==> config.mk <==
export PLATFORM = sky130hd
export DESIGN_NAME = decade_pwm
export DESIGN_NICKNAME = d
export VERILOG_FILES = /design/src/rtl/decade_pwm_pkg.sv /design/src/rtl/bcd_digit_counter.sv /design/src/rtl/bcd_decade_chain.sv /design/src/rtl/setpoint_holder.sv /design/src/rtl/msb_first_compare.sv /design/src/rtl/decade_pwm.sv
export SDC_FILE = /design/constraint.sdc
export NUM_CORES = 1
export LEC_CHECK = 0
export ABC_CLOCK_PERIOD_IN_PS = 3100
export BUFFER_PORTS_ARGS = -buffer_cell sky130_fd_sc_hd__buf_4
export CORE_ASPECT_RATIO = 0.6
export CORE_UTILIZATION = 55
export CTS_CLUSTER_SIZE = 28
export DETAILED_ROUTE_END_ITERATION = 8
export PLACE_DENSITY = 0.77
export RECOVER_POWER = 100
export SLEW_MARGIN = 20
export SYNTH_ARGS = -nofsm -noshare
export SYNTH_HDL_FRONTEND = slang
export SYNTH_SLANG_ARGS = --single-unit
export TNS_END_PERCENT = 10
==> constraint.sdc <==
create_clock -name clk -period 3.1 [get_ports clk]
set_clock_uncertainty 0.2 [all_clocks]
set_input_delay 0.62 -clock clk [delete_from_list [all_inputs] [get_ports clk]]
set_output_delay 0.62 -clock clk [all_outputs]
set_load 0.01 [all_outputs]
==> src/rtl/decade_pwm_pkg.sv <==
package decade_pwm_pkg;

  localparam int DIGIT_W = 4;
  localparam logic [DIGIT_W-1:0] DIGIT_TOP = 4'd9;

  typedef logic [DIGIT_W-1:0] digit_t;

  // Restrict an arbitrary 4-bit code to a legal decimal digit.
  function automatic digit_t digit_clamp(input digit_t d);
    return (d > DIGIT_TOP) ? DIGIT_TOP : d;
  endfunction

  // Next value of one decade digit when it is stepped.
  function automatic digit_t digit_next(input digit_t d);
    return (d >= DIGIT_TOP) ? '0 : digit_t'(d + 1'b1);
  endfunction

  // True when a step on this digit rolls it over.
  function automatic logic digit_at_top(input digit_t d);
    return d == DIGIT_TOP;
  endfunction

endpackage

==> src/rtl/bcd_digit_counter.sv <==
module bcd_digit_counter
  import decade_pwm_pkg::*;
(
  input  logic   clk,
  input  logic   rst,
  input  logic   step_i,
  output digit_t digit_o,
  output logic   carry_o
);

  digit_t digit_q;

  always_ff @(posedge clk) begin
    if (rst)         digit_q <= '0;
    else if (step_i) digit_q <= digit_next(digit_q);
  end

  assign digit_o = digit_q;
  assign carry_o = step_i & digit_at_top(digit_q);

  assert_digit_range_R2: assert property (@(posedge clk) disable iff (rst)
    digit_q <= 4'd9);

  assert_digit_roll_R2: assert property (@(posedge clk) disable iff (rst)
    (step_i && digit_q == 4'd9) |=> (digit_q == 4'd0));

  assert_digit_hold_R1: assert property (@(posedge clk) disable iff (rst)
    !step_i |=> $stable(digit_q));

endmodule

==> src/rtl/bcd_decade_chain.sv <==
module bcd_decade_chain
  import decade_pwm_pkg::*;
#(
  parameter int DIGITS = 2,
  localparam int CW = DIGITS * DIGIT_W
) (
  input  logic          clk,
  input  logic          rst,
  input  logic          step_i,
  output logic [CW-1:0] count_o,
  output logic          wrap_o
);

  logic [DIGITS:0] carry;

  assign carry[0] = step_i;

  for (genvar g = 0; g < DIGITS; g++) begin : g_digit
    digit_t d;
    bcd_digit_counter u_digit (
      .clk     (clk),
      .rst     (rst),
      .step_i  (carry[g]),
      .digit_o (d),
      .carry_o (carry[g+1])
    );
    assign count_o[g*DIGIT_W +: DIGIT_W] = d;
  end

  // The last digit's carry marks the step from all-nines back to zero.
  assign wrap_o = carry[DIGITS];

endmodule

==> src/rtl/setpoint_holder.sv <==
module setpoint_holder
  import decade_pwm_pkg::*;
#(
  parameter int DIGITS = 2,
  localparam int CW = DIGITS * DIGIT_W
) (
  input  logic          clk,
  input  logic          rst,
  input  logic          load_i,
  input  logic [CW-1:0] raw_i,
  output logic [CW-1:0] sp_o
);

  logic [CW-1:0] clamped;
  logic [CW-1:0] sp_q;

  for (genvar g = 0; g < DIGITS; g++) begin : g_clamp
    assign clamped[g*DIGIT_W +: DIGIT_W] = digit_clamp(raw_i[g*DIGIT_W +: DIGIT_W]);

    assert_sp_digit_legal_R7: assert property (@(posedge clk) disable iff (rst)
      sp_q[g*DIGIT_W +: DIGIT_W] <= 4'd9);
  end

  always_ff @(posedge clk) begin
    if (rst || load_i) sp_q <= clamped;
  end

  assign sp_o = sp_q;

  assert_sp_only_at_wrap_R8: assert property (@(posedge clk) disable iff (rst)
    !load_i |=> $stable(sp_q));

endmodule

==> src/rtl/msb_first_compare.sv <==
module msb_first_compare #(
  parameter int W = 8
) (
  input  logic [W-1:0] a_i,
  input  logic [W-1:0] b_i,
  output logic         gt_o,
  output logic         eq_o,
  output logic         lt_o
);

  // Scan from the top bit; the first differing bit decides the result.
  always_comb begin
    logic decided;
    decided = 1'b0;
    gt_o    = 1'b0;
    lt_o    = 1'b0;
    for (int i = W - 1; i >= 0; i--) begin
      if (!decided && (a_i[i] != b_i[i])) begin
        decided = 1'b1;
        gt_o    = a_i[i];
        lt_o    = b_i[i];
      end
    end
    eq_o = !decided;
  end

endmodule

==> src/rtl/decade_pwm.sv <==
module decade_pwm
  import decade_pwm_pkg::*;
#(
  parameter int DIGITS = 2,
  localparam int CW = DIGITS * DIGIT_W
) (
  input  logic          clk,
  input  logic          rst,
  input  logic          step_en,
  input  logic [CW-1:0] setpoint_i,
  output logic          pulse_out,
  output logic          cmp_gt,
  output logic          cmp_eq,
  output logic [CW-1:0] count_o
);

  logic [CW-1:0] count_w;
  logic [CW-1:0] sp_w;
  logic          wrap_w;
  logic          lt_w;

  bcd_decade_chain #(.DIGITS(DIGITS)) u_chain (
    .clk     (clk),
    .rst     (rst),
    .step_i  (step_en),
    .count_o (count_w),
    .wrap_o  (wrap_w)
  );

  setpoint_holder #(.DIGITS(DIGITS)) u_sp (
    .clk    (clk),
    .rst    (rst),
    .load_i (wrap_w),
    .raw_i  (setpoint_i),
    .sp_o   (sp_w)
  );

  msb_first_compare #(.W(CW)) u_cmp (
    .a_i  (count_w),
    .b_i  (sp_w),
    .gt_o (cmp_gt),
    .eq_o (cmp_eq),
    .lt_o (lt_w)
  );

  assign pulse_out = lt_w;
  assign count_o   = count_w;

  assert_reset_zero_R3: assert property (@(posedge clk)
    rst |=> (count_w == '0));

  assert_single_result_R5: assert property (@(posedge clk) disable iff (rst)
    $countones({cmp_gt, cmp_eq, lt_w}) == 1);

  assert_zero_sp_low_R6: assert property (@(posedge clk) disable iff (rst)
    (sp_w == '0) |-> !pulse_out);

  assert_top_digit_decides_R4: assert property (@(posedge clk) disable iff (rst)
    (count_w[CW-1 -: DIGIT_W] > sp_w[CW-1 -: DIGIT_W]) |-> cmp_gt);

endmodule

Word-level counts from Yosys, hierarchy flattened
Cells that the tools add are included.
{ "op_classes": {"add_sub_neg": 2, "magnitude_cmp": 4, "eq_ne": 10, "mux": 26, "bitwise": 2, "reduce_logical": 16} }
{ "op_table": {"columns": ["operator", "n"], "rows": [
  ["two-way mux 1 bit", 24],
  ["adder 4 x 1 -> 4 bit (second input constant)", 2],
  ["== test 4 bit (second input constant)", 2],
  ["greater-or-equal comparator 4 bit (second input constant)", 2],
  ["greater-than comparator 4 bit (second input constant)", 2],
  ["zero test 1 bit", 8],
  ["two-way mux 4 bit", 2],
  ["!= test 1 bit", 8],
  ["logical AND 1 bit", 7],
  ["bitwise AND 1 bit", 2],
  ["logical OR 1 bit", 1]
]} }
{ "word_totals": {"register_bits": 16, "output_inout_bits": 11, "elab_cells": 64} }

Logic depth before layout (Yosys ltp)
Gate-level depths: netlist (run 1).
{ "logic_depth": {"depth_word": 24, "depth_mapped": 9, "ltp_nobuf": 8} }

Cells and area by module
From an unflattened synthesis (run 1), not the netlist that was laid out.
{ "unflattened": {"hier_cells": 127, "area_unflattened_um2": 1143.6} }
{ "modules_own_cells": {"columns": ["module", "n_inst", "cells_each", "area_each_um2"], "rows": [
  ["bcd_digit_counter", 2, 23, 221.5],
  ["msb_first_compare", 1, 62, 399.1],
  ["setpoint_holder", 1, 19, 301.5]
]} }

Worst setup path after synthesis (run 1)
OpenSTA, ideal clock, no wires.
{ "synth_path": {"path_type": "register to output", "start": "register u_chain.g_digit[1].u_digit.digit_q[3]", "end": "output pulse_out", "arrival_time_ns": 2.013, "t_required_ns": 2.280, "path_slack_ns": 0.267, "path_stages_with_launch": 9, "path_cell_list": "dfxtp_1 > inv_1 > ha_1 > buf_2 > and3_2 > nand3_2 > a2111oi_0 > a2bb2oi_2 > o32ai_1"} }
{ "synth_between": {"elab_chain_cells": 23, "word_cells_on_any_way": 30, "classes_between": "eq/ne (1); mux (15); reduce/logical (14)"} }
{ "synth_rtl": {"columns": ["item", "line", "text"], "rows": [
  ["start: declaration", "bcd_digit_counter.sv:11", "digit_t digit_q;"],
  ["start signal: assignment", "bcd_digit_counter.sv:15", "else if (step_i) digit_q <= digit_next(digit_q);"],
  ["!= test 1 bit (*)", "msb_first_compare.sv:18", "if (!decided && (a_i[i] != b_i[i])) begin"],
  ["two-way mux 1 bit", "msb_first_compare.sv:18", null],
  ["zero test 1 bit", "msb_first_compare.sv:18", null],
  ["logical AND 1 bit", "msb_first_compare.sv:18", null],
  ["two-way mux 1 bit", "msb_first_compare.sv:18", null],
  ["zero test 1 bit", "msb_first_compare.sv:18", null],
  ["logical AND 1 bit", "msb_first_compare.sv:18", null],
  ["two-way mux 1 bit", "msb_first_compare.sv:18", null],
  ["[... 7 more ...]", null, null],
  ["logical AND 1 bit", "msb_first_compare.sv:18", null],
  ["two-way mux 1 bit", "msb_first_compare.sv:18", null],
  ["zero test 1 bit", "msb_first_compare.sv:18", null],
  ["logical AND 1 bit", "msb_first_compare.sv:18", null],
  ["two-way mux 1 bit", "msb_first_compare.sv:18", null],
  ["zero test 1 bit", "msb_first_compare.sv:18", null],
  ["logical AND 1 bit", "msb_first_compare.sv:18", null],
  ["two-way mux 1 bit (*)", "msb_first_compare.sv:18", null],
  ["end: declaration", "decade_pwm.sv:11", "output logic pulse_out,"]
]} }
Every way passes the cells marked *; elsewhere a longest branch is shown, timed or not.

Final worst setup path (run 1)
{ "layout_path": {"start": "register u_sp.sp_q[2], in the netlist u_sp.sp_o[2]", "end": "output pulse_out"} }
{ "layout_between": {"elab_chain_cells": 9, "word_cells_on_any_way": 11, "classes_between": "eq/ne (1); mux (5); reduce/logical (5)"} }
{ "layout_rtl": {"columns": ["item", "line", "text"], "rows": [
  ["start: declaration", "setpoint_holder.sv:15", "logic [CW-1:0] sp_q;"],
  ["start signal: assignment", "setpoint_holder.sv:25", "if (rst || load_i) sp_q <= clamped;"],
  ["!= test 1 bit", "msb_first_compare.sv:18", null],
  ["logical AND 1 bit", "msb_first_compare.sv:18", null],
  ["two-way mux 1 bit", "msb_first_compare.sv:18", null],
  ["zero test 1 bit", "msb_first_compare.sv:18", null],
  ["logical AND 1 bit", "msb_first_compare.sv:18", null],
  ["two-way mux 1 bit", "msb_first_compare.sv:18", null],
  ["zero test 1 bit", "msb_first_compare.sv:18", null],
  ["logical AND 1 bit", "msb_first_compare.sv:18", null],
  ["two-way mux 1 bit (*)", "msb_first_compare.sv:18", null]
]} }
Marks and branches as above.

==> results of run 1 <==
==> per-stage QoR <==
stage / setup TNS, ps / power (uW) / util, % / hold WS [ps] / area, um^2
after detailed placement: -75.5 / 353 / 71.9 / 431 / 1430
after floorplan: 0 / 321 / - / 396 / 1240
final: 0 / 530 / 78.7 / 428 / 1560
after CTS: 0 / 516 / 76.3 / 366 / 1510
after global placement: 0 / 348 / 71.9 / 387 / 1430
after global routing: -14.6 / 552 / 78.7 / 432 / 1560
==> cells by family (layout without fill, tap and decap cells) <==
family,after synthesis,count (layout)
fa+ha+maj,10,10
xor+xnor,11,11
compound gates,28,28
mux,3,3
flops,16,16
buf+inv,17,45
simple gates,53,53
==> power breakdown <==
part	internal [uW]	leakage [uW]	switching (uW)
sequential	235	0.000143	17.5
clock	87.8	0.0000231	72.1
combinational	59.5	0.000447	57.9
total	383	0.000614	148
==> per-layer routing <==
metal / wire [um] / up-vias / track usage, %
li1: - / 543 / -
met1: 1490 / 514 / 34.9
met2: 1280 / 38 / 37.4
met3: 126 / 4 / 3.24
met4: 19 / 0 / 11.4
met5: 0 / - / 0
==> path summary, 6_finish.rpt <==
check	cells after the start	slack [ps]	end	from
worst min register to register	2	440	u_chain.g_digit[0].u_digit.digit_o[1]$_SDFFE_PP0P_	u_chain.g_digit[0].u_digit.digit_o[1]$_SDFFE_PP0P_
worst max register to register	3	980	u_sp.sp_o[0]$_SDFFCE_PN1P_	u_chain.g_digit[0].u_digit.digit_o[0]$_SDFFE_PP0P_
worst max-delay path	7	20	pulse_out	u_sp.sp_o[2]$_SDFFCE_PN0P_
worst min-delay path	2	430	u_sp.sp_o[4]$_SDFFCE_PN1P_	setpoint_i[4]
==> worst max-delay path, cell delays in order, from the launching register on <==
cell and delay, ps:
edfxtp_1 460, and2b_2 250, o21ba_1 180, maj3_2 330
a221oi_4 320, a2bb2oi_2 180, o32ai_1 110, buf_4 170
==> cells in the final DEF (no fill, tap or decap), drive strengths merged, types with 2 or more instances in the layout <==
master	n
xnor2	8
nand2b	5
nand3b	2
o21ai	4
nand2	7
clkbuf	18
edfxtp	8
a22o	2
buf	16
dfxtp	8
nand4	4
inv	10
a2bb2oi	2
a31o	3
xor2	3
or2b	3
nand3	2
a21oi	6
and3	2
ha	8
a31oi	2
nor2b	7
mux2i	2
maj3	2
nor2	14
and2	2
==> final cells by class <==
class                      instances  area [um^2]  area share (%)
sequential                        16          402            25.7
tap                               28         35.0            2.25
multi-input combinational        105          848            54.4
clock inverter                     1         3.75           0.241
timing repair buffer              31          193            12.3
clock buffer                       3         41.3            2.65
inverter                          10         37.5            2.41
==> registers in the layout, summed over array words and instances, names as in the netlist <==
name and count:
u_chain.g_digit.u_digit.digit_o 8, u_sp.sp_o 8
==> repair_timing <==
action,4_1_cts,5_1_grt
pin swaps,0,3
setup buffers,1,5
setup endpoints to repair,1,1
resized for setup,7,7
==> reports/qor.yml, run 1 <==
floorplan:
  rows: 12
  die_h_um: 38.8
  start_util_pct: 62.5
  coreArea_um2: 1980
  die_w_um: 63.3
  die_area_um2: 2450
  io_pins: 22
synth:
  synth_compound_area_share_pct: 17.2
  yosysMostFrequentCell: "nor2_1"
  synth_area_um2: 1240
  ys_seq_area_share_pct: 32.3
  synthMuxAreaShare_pct: 2.53
  ys.warnings.count: 0
  yosysTopAreaCellShare_pct: 19.4
  syn_inst: 138
  synth_edf_count: 8
  synth_fa_ha_area_share_pct: 9.80
  ys_top_cells_by_count: "14 x nor2_1, 10 x inv_1"
  synth_top_family_by_area: "simple AND/OR/NAND/NOR gates"
  yosys.area.top_type: "edfxtp_1"
  async_flop_share_pct: 0
  synth-xor-area-share_pct: 7.78
  synth_simple_gate_area_share_pct: 24.4
  ys_ff_latch: 16
  synth_area_leaders: "edfxtp_1 19%, dfxtp_1 13%, ha_1 8.1%"
  synth_flop_cell: "edfxtp_1"
  syn_nets: 157
  avgSynthCellArea_um2: 8.98
  yosysUniqueCellTypes: 52
placement:
  dp_hpwl_mm: 2.12
  place_ws_ps: -75.5
  place_inst: 184
  port_buffers: 21
  place.gp.congestion: 0.849
routing:
  drc: 0
  first_pass_iters: 4
  drt_iter0_drc: 84
  ant_nets: 0
  wirelength_mm: 2.92
  wl_per_cell_um: 15.1
  routed_via_density: 5.66
  vias: 1099
worst_setup_path:
  crit_fanout: 4
  critical_path_class: "reg -> out"
  end_kind: "output pin"
  start_kind: "flop"
  crit_required_ps: 2280
  cp_data_arrival_time_ps: 2260
timing:
  setup_ws_ps: 20.4
  final-max-slew-violation-count: 0
  final-hold-violation-count: 0
  timing.fmax_ghz: 0.325
  setup_viol_count_final: 0
  maxSlewHeadroom_pct: 73.4
  fin_crit_ps: 3080
  worst_pin_slew_ps: 398
  period_share_pct: 99.3
layout:
  fillers: 140
  instances_no_fill: 194
  drive_above_1_share_pct: 28.3
  syn_to_final_growth_pct: 26.0
  antenna_cells: 0
  layout.nets: 186
clocking:
  hold_buffers: 0
  cts_root_buf: "clkbuf_8"
  clk_pin_slew_worst_paths_ps: 60
  numCtsBuffers: 3
  clk_latency_ps: 250
  clock_sinks: 16
  h-tree-depth: 1
  cts_tree: "done"
  cts_buffer_depth: 2
global_routing:
  grt_max_degree: 12
  grt_pass1_wl_mm: 4.44
  antenna_found_initial: 0
  grt.overflow.total: 0
  grtUsageTotal_pct: 24.5
  grt_pass1_vias: 949
outcome:
  status: "complete, no violations"
pwr:
  ir_worst_vdd_uv: 332
  p_per_area_nw_per_um2: 340
  cellLeakagePower_uw: 0.000614
flow_run:
  cap_violations: 0
worst_hold_path:
  hp-class: "in -> reg"
No activity file was read; power rests on OpenSTA's default activity.
==> run 2, diff against run 1 <==
- ABC_AREA: default -> 1
- CORE_ASPECT_RATIO: 0.6 -> default
- CORE_UTILIZATION: 55 -> 54
- PLACE_DENSITY: 0.77 -> 0.76
==> run 2 against run 1 <==
Compared with the run above: wire length fell by 29%; register-to-register slack better by 60 ps; synthesized area shrank 7.2%; worst hold slack worse by 66 ps; sequential power down 3%; maximum frequency up 6.1%; combinational power fell by 33%; final cell count rose by 9.8%; critical path type unchanged; global-route usage is 5.3 points lower; clock-buffer cell count is the same; setup slack gained 180 ps.
==> reports/qor.yml, run 2 <==
outcome:
  status: "complete, no violations"
layout:
  syn_to_final_growth_pct: 15.5
  layout.nets: 207
  final_cell_mix: "44 x nand2_1, 24 x inv_1, 24 x nor2_1"
  fillers: 189
  regArea_um2: 402
  final_area_um2: 1330
  final_common_cell: "nand2_1"
  multi_input_area_um2: 633
  antenna_cells: 0
  drive_above_1_share_pct: 15.6
clocking:
  cts_root_buf: "clkbuf_4"
  cts_buffer_depth: 2
  cts_tree: "done"
  clk_latency_ps: 270
  h-tree-depth: 1
  clk_pin_slew_worst_paths_ps: 80
  hold_buffers: 0
  clock_sinks: 16
  numCtsBuffers: 3
synth:
  ys_top_cells_by_count: "44 x nand2_1, 24 x inv_1, 24 x nor2_1"
  synth_simple_gate_area_share_pct: 35.3
  ys_ff_latch: 16
  synth_fa_ha_area_share_pct: 8.71
  syn_inst: 163
  avgSynthCellArea_um2: 7.05
  yosys.area.top_type: "edfxtp_1"
  synth_flop_cell: "edfxtp_1"
  ys.warnings.count: 0
  synth_compound_area_share_pct: 6.53
  synthMuxAreaShare_pct: 0
  synth_area_leaders: "edfxtp_1 21%, nand2_1 14%, dfxtp_1 14%"
  yosysMostFrequentCell: "nand2_1"
  async_flop_share_pct: 0
  synth_edf_count: 8
  synth-xor-area-share_pct: 4.57
  syn_nets: 182
  yosysUniqueCellTypes: 24
  ys_seq_area_share_pct: 34.8
  synth_top_family_by_area: "simple AND/OR/NAND/NOR gates"
  yosysTopAreaCellShare_pct: 20.9
  synth_area_um2: 1150
floorplan:
  die_area_um2: 2320
  die_h_um: 48.1
  die_w_um: 48.1
  rows: 16
  io_pins: 22
  start_util_pct: 58.0
  coreArea_um2: 1980
global_routing:
  grtUsageTotal_pct: 19.3
  grt_pass1_vias: 823
  grt_pass1_wl_mm: 3.13
  antenna_found_initial: 0
  grt.overflow.total: 0
  grt_max_degree: 9
timing:
  fin_crit_ps: 2900
  maxSlewHeadroom_pct: 67.9
  worst_pin_slew_ps: 476
  setup_viol_count_final: 0
  rsz0062_at_grt: "no"
  fin_tns_setup_ps: 0
  final-hold-violation-count: 0
  period_share_pct: 93.6
  final-max-slew-violation-count: 0
  timing.fmax_ghz: 0.344
worst_setup_path:
  critPathMaxStageDelay_ps: 420
  crit_chain: "ha_1 -> nand3_2 -> nor2_4 -> nand2_4 -> nor2_8 -> nand2_2 -> inv_2 -> nand3_2 -> nand2_1 -> inv_1 -> nand2_1 -> nand2_1 -> buf_4"
  end_kind: "output pin"
  critPathSlowestCell: "edfxtp_1"
  crit_top_cell: "nand2_1"
  cp_data_arrival_time_ps: 2080
  critical_path_buf_inv_count: 3
  start_kind: "flop"
  critical_path_class: "reg -> out"
  crit_family: "simple AND/OR/NAND/NOR gates"
  crit_required_ps: 2280
  crit_fanout: 5
pwr:
  ir_worst_vdd_uv: 280
  cellLeakagePower_uw: 0.000682
  p_per_area_nw_per_um2: 319
placement:
  port_buffers: 21
  place_area_um2: 1340
  place.gp.congestion: 0.775
  dp_hpwl_mm: 1.74
routing:
  drc: 0
  drt_iter0_drc: 10
  ant_nets: 0
  wl_per_cell_um: 9.76
  vias: 1000
  wirelength_mm: 2.08
  routed_via_density: 4.69
  first_pass_iters: 4
worst_hold_path:
  hp-class: "reg -> reg"
flow_run:
  cap_violations: 0
run 2: layer usage:
layer	vias to the layer above	global-route usage (%)	wire, um
met2	15	30.7	951
met5	-	0	0
met1	430	26.7	1060
met3	2	1.11	53
met4	0	9.44	13
li1	553	-	-
run 2: cells by family after synthesis:
kind of cell,Yosys count
flops,16
buf+inv,31
fa+ha+maj,8
xor+xnor,6
compound gates,14
simple gates,88
run 2: layout make-up:
class	instances	area share, %
Multi-Input combinational cell	116	47.7
Sequential cell	16	30.3
Timing Repair Buffer	22	9.61
Inverter	29	8.20
Tap cell	27	2.54
Clock buffer	3	1.70
run 2: timing repair:
item / 4_1_cts / 5_1_grt
resized for setup: 0 / 1
setup endpoints to repair: 0 / 2
setup buffers: 0 / 0
run 2: power breakdown:
group	switching [uW]	leakage (uW)	internal (uW)	total, uW
Clock	53.6	0.0000138	44.9	98.5
Combinational	47.2	0.000525	31.3	78.5
Sequential	11.2	0.000144	235	246
Total	112	0.000682	311	423
run 2: per-stage QoR:
stage | utilization [%] | hold slack (ps) | std cells | setup WS (ps) | power (uW)
4_1_cts | 68.8 | 325 | 213 | 127 | 434
5_1_grt | 67.0 | 369 | 213 | 0.561 | 452
3_3_place_gp | 67.7 | 351 | 210 | 529 | 329
3_5_place_dp | 67.7 | 371 | 210 | 437 | 333
6_report | 67.0 | 362 | 213 | 197 | 423
2_1_floorplan | - | 356 | 163 | 604 | 302
run 2: path summary, 6_finish.rpt:
kind	start	end	slack, ps	cells past startpoint
worst max-delay path	u_sp.sp_o[7]$_SDFFCE_PN1P_	pulse_out	200	13
worst min register to register	u_chain.g_digit[1].u_digit.digit_o[3]$_SDFFE_PP0N_	u_chain.g_digit[1].u_digit.digit_o[3]$_SDFFE_PP0N_	360	2
worst min-delay path	u_chain.g_digit[1].u_digit.digit_o[3]$_SDFFE_PP0N_	u_chain.g_digit[1].u_digit.digit_o[3]$_SDFFE_PP0N_	360	2
worst max register to register	u_chain.g_digit[0].u_digit.digit_o[0]$_SDFFE_PP0P_	u_sp.sp_o[4]$_SDFFCE_PN1P_	1040	4
run 2: worst min-delay path, stage by stage, from the launching register on:
cell	delay (ps)
dfxtp_2	380
xor2_1	80
nor2_1	70
==> run 3, diff against run 2 <==
- ABC_CLOCK_PERIOD_IN_PS: 3100 -> default
- CORE_MARGIN: default -> 3
- SLEW_MARGIN: 20 -> default
==> run 3 against run 2 <==
Compared with the run above: global-route usage fell by 1.2 points; critical path depth did not move; total power up 2.0%; wire length up 4.3%; final cell count unchanged; critical path type unchanged; largest cell class unchanged.
==> reports/qor.yml, run 3 (synthesis gave the netlist of run 2 again) <==
placement:
  port_buffers: 21
  place_inst: 210
  place_area_um2: 1340
  dp_hpwl_mm: 1.80
  place.gp.congestion: 0.726
layout:
  fillers: 185
  final_area_um2: 1340
  multi_input_area_um2: 641
  antenna_cells: 0
  drive_above_1_share_pct: 16.1
  regArea_um2: 402
  syn_to_final_growth_pct: 16.1
  final_cell_mix: "44 x nand2_1, 24 x inv_1, 24 x nor2_1"
  instances_no_fill: 213
  layout.nets: 207
  final_common_cell: "nand2_1"
clocking:
  clk_latency_ps: 280
  cts_tree: "done"
  numCtsBuffers: 3
  cts_root_buf: "clkbuf_4"
  cts_buffer_depth: 2
  clk_pin_slew_worst_paths_ps: 90
  h-tree-depth: 1
  clock_sinks: 16
floorplan:
  rows: 16
  start_util_pct: 58.0
  die_w_um: 52.1
  die_area_um2: 2720
  die_h_um: 52.1
  coreArea_um2: 1980
  io_pins: 22
worst_setup_path:
  worst-path-stages: 13
  cp_data_arrival_time_ps: 2050
  crit_family: "simple AND/OR/NAND/NOR gates"
  crit_fanout: 5
  critical_path_buf_inv_count: 3
  crit_chain: "ha_4 -> nand3_2 -> nor2_4 -> nand2_2 -> nor2_8 -> nand2_2 -> inv_2 -> nand3_2 -> nand2_1 -> inv_1 -> nand2_1 -> nand2_1 -> buf_4"
  crit_start: "u_sp.sp_o[7]$_SDFFCE_PN1P_"
  critPathSlowestCell: "edfxtp_1"
  critical_path_class: "reg -> out"
  critPathMaxStageDelay_ps: 450
  crit_required_ps: 2280
  end_kind: "output pin"
  crit_top_cell: "nand2_1"
  rr_worst_depth: 4
  reg2reg_from: "u_chain.g_digit[0].u_digit.digit_o[0]$_SDFFE_PP0P_"
  start_kind: "flop"
global_routing:
  grtUsageTotal_pct: 18.1
  grt_max_degree: 9
  antenna_found_initial: 0
  grt.overflow.total: 0
  grt_pass1_wl_mm: 3.72
  grt_pass1_vias: 949
pwr:
  p_per_area_nw_per_um2: 323
  ir_worst_vdd_uv: 288
  cellLeakagePower_uw: 0.000676
  total_power_uw: 431
timing:
  rsz0062_at_grt: "no"
  fin_tns_setup_ps: 0
  final-max-slew-violation-count: 0
  setup_viol_count_final: 0
  final-hold-violation-count: 0
  timing.fmax_ghz: 0.349
  period_share_pct: 92.5
  fin_crit_ps: 2870
  worst_pin_slew_ps: 502
  maxSlewHeadroom_pct: 66.1
routing:
  ant_nets: 0
  wirelength_mm: 2.17
  drc: 0
  wl_per_cell_um: 10.2
  drt_iter0_drc: 17
  first_pass_iters: 4
  routed_via_density: 4.83
  vias: 1028
flow_run:
  cap_violations: 0
worst_hold_path:
  hold_depth: 2
  min_from: "u_chain.g_digit[1].u_digit.digit_o[3]$_SDFFE_PP0N_"
  hp-class: "reg -> reg"
outcome:
  status: "complete, no violations"
==> run 3: path summary, 6_finish.rpt <==
path	to	slack, ps
worst max register to register	u_sp.sp_o[4]$_SDFFCE_PN1P_	1030
worst min-delay path	u_chain.g_digit[1].u_digit.digit_o[3]$_SDFFE_PP0N_	370
worst min register to register	u_chain.g_digit[1].u_digit.digit_o[3]$_SDFFE_PP0N_	370
worst max-delay path	cmp_gt	230
==> run 3: timing repair <==
item	in CTS	in global routing
endpoints found under the setup margin	0	2
hold endpoints to repair	0	0
hold buffers	0	0
buffers inserted	0	0
resized for setup	0	2
==> run 3: report_power, final <==
group          internal [uW]  switching (uW)
registers                235            11.9
logic                   32.5            46.9
clock network           45.0            60.3
total                    312             119
==> run 3: final cells by class <==
cell class                 instances  area share, %
tap                               27           2.53
multi-input combinational        116           48.0
inverter                          29           8.15
timing repair buffer              22           9.56
clock buffer                       3           1.69
sequential                        16           30.1
==> run 3: worst min-delay path: stages (launching register included) <==
cell	delay, ps
dfxtp_2	390
xor2_1	80
nor2_1	70
==> run 3: metal layers <==
layer | global-route usage [%] | vias up | share of wire, %
met1 | 23.4 | 456 | 50
met5 | 0 | - | 0
li1 | - | 555 | -
met3 | 2.58 | 2 | 2.7
met4 | 8.09 | 0 | 0.69
met2 | 29.7 | 15 | 47
==> run 3: stage by stage <==
stage / hold WS [ps] / setup WS (ps) / util, %
2_1_floorplan: 356 / 604 / -
5_1_grt: 378 / 32.3 / 67.4
6_report: 368 / 232 / 67.4
3_5_place_dp: 372 / 433 / 67.7
4_1_cts: 320 / 118 / 68.8
3_3_place_gp: 351 / 529 / 67.7
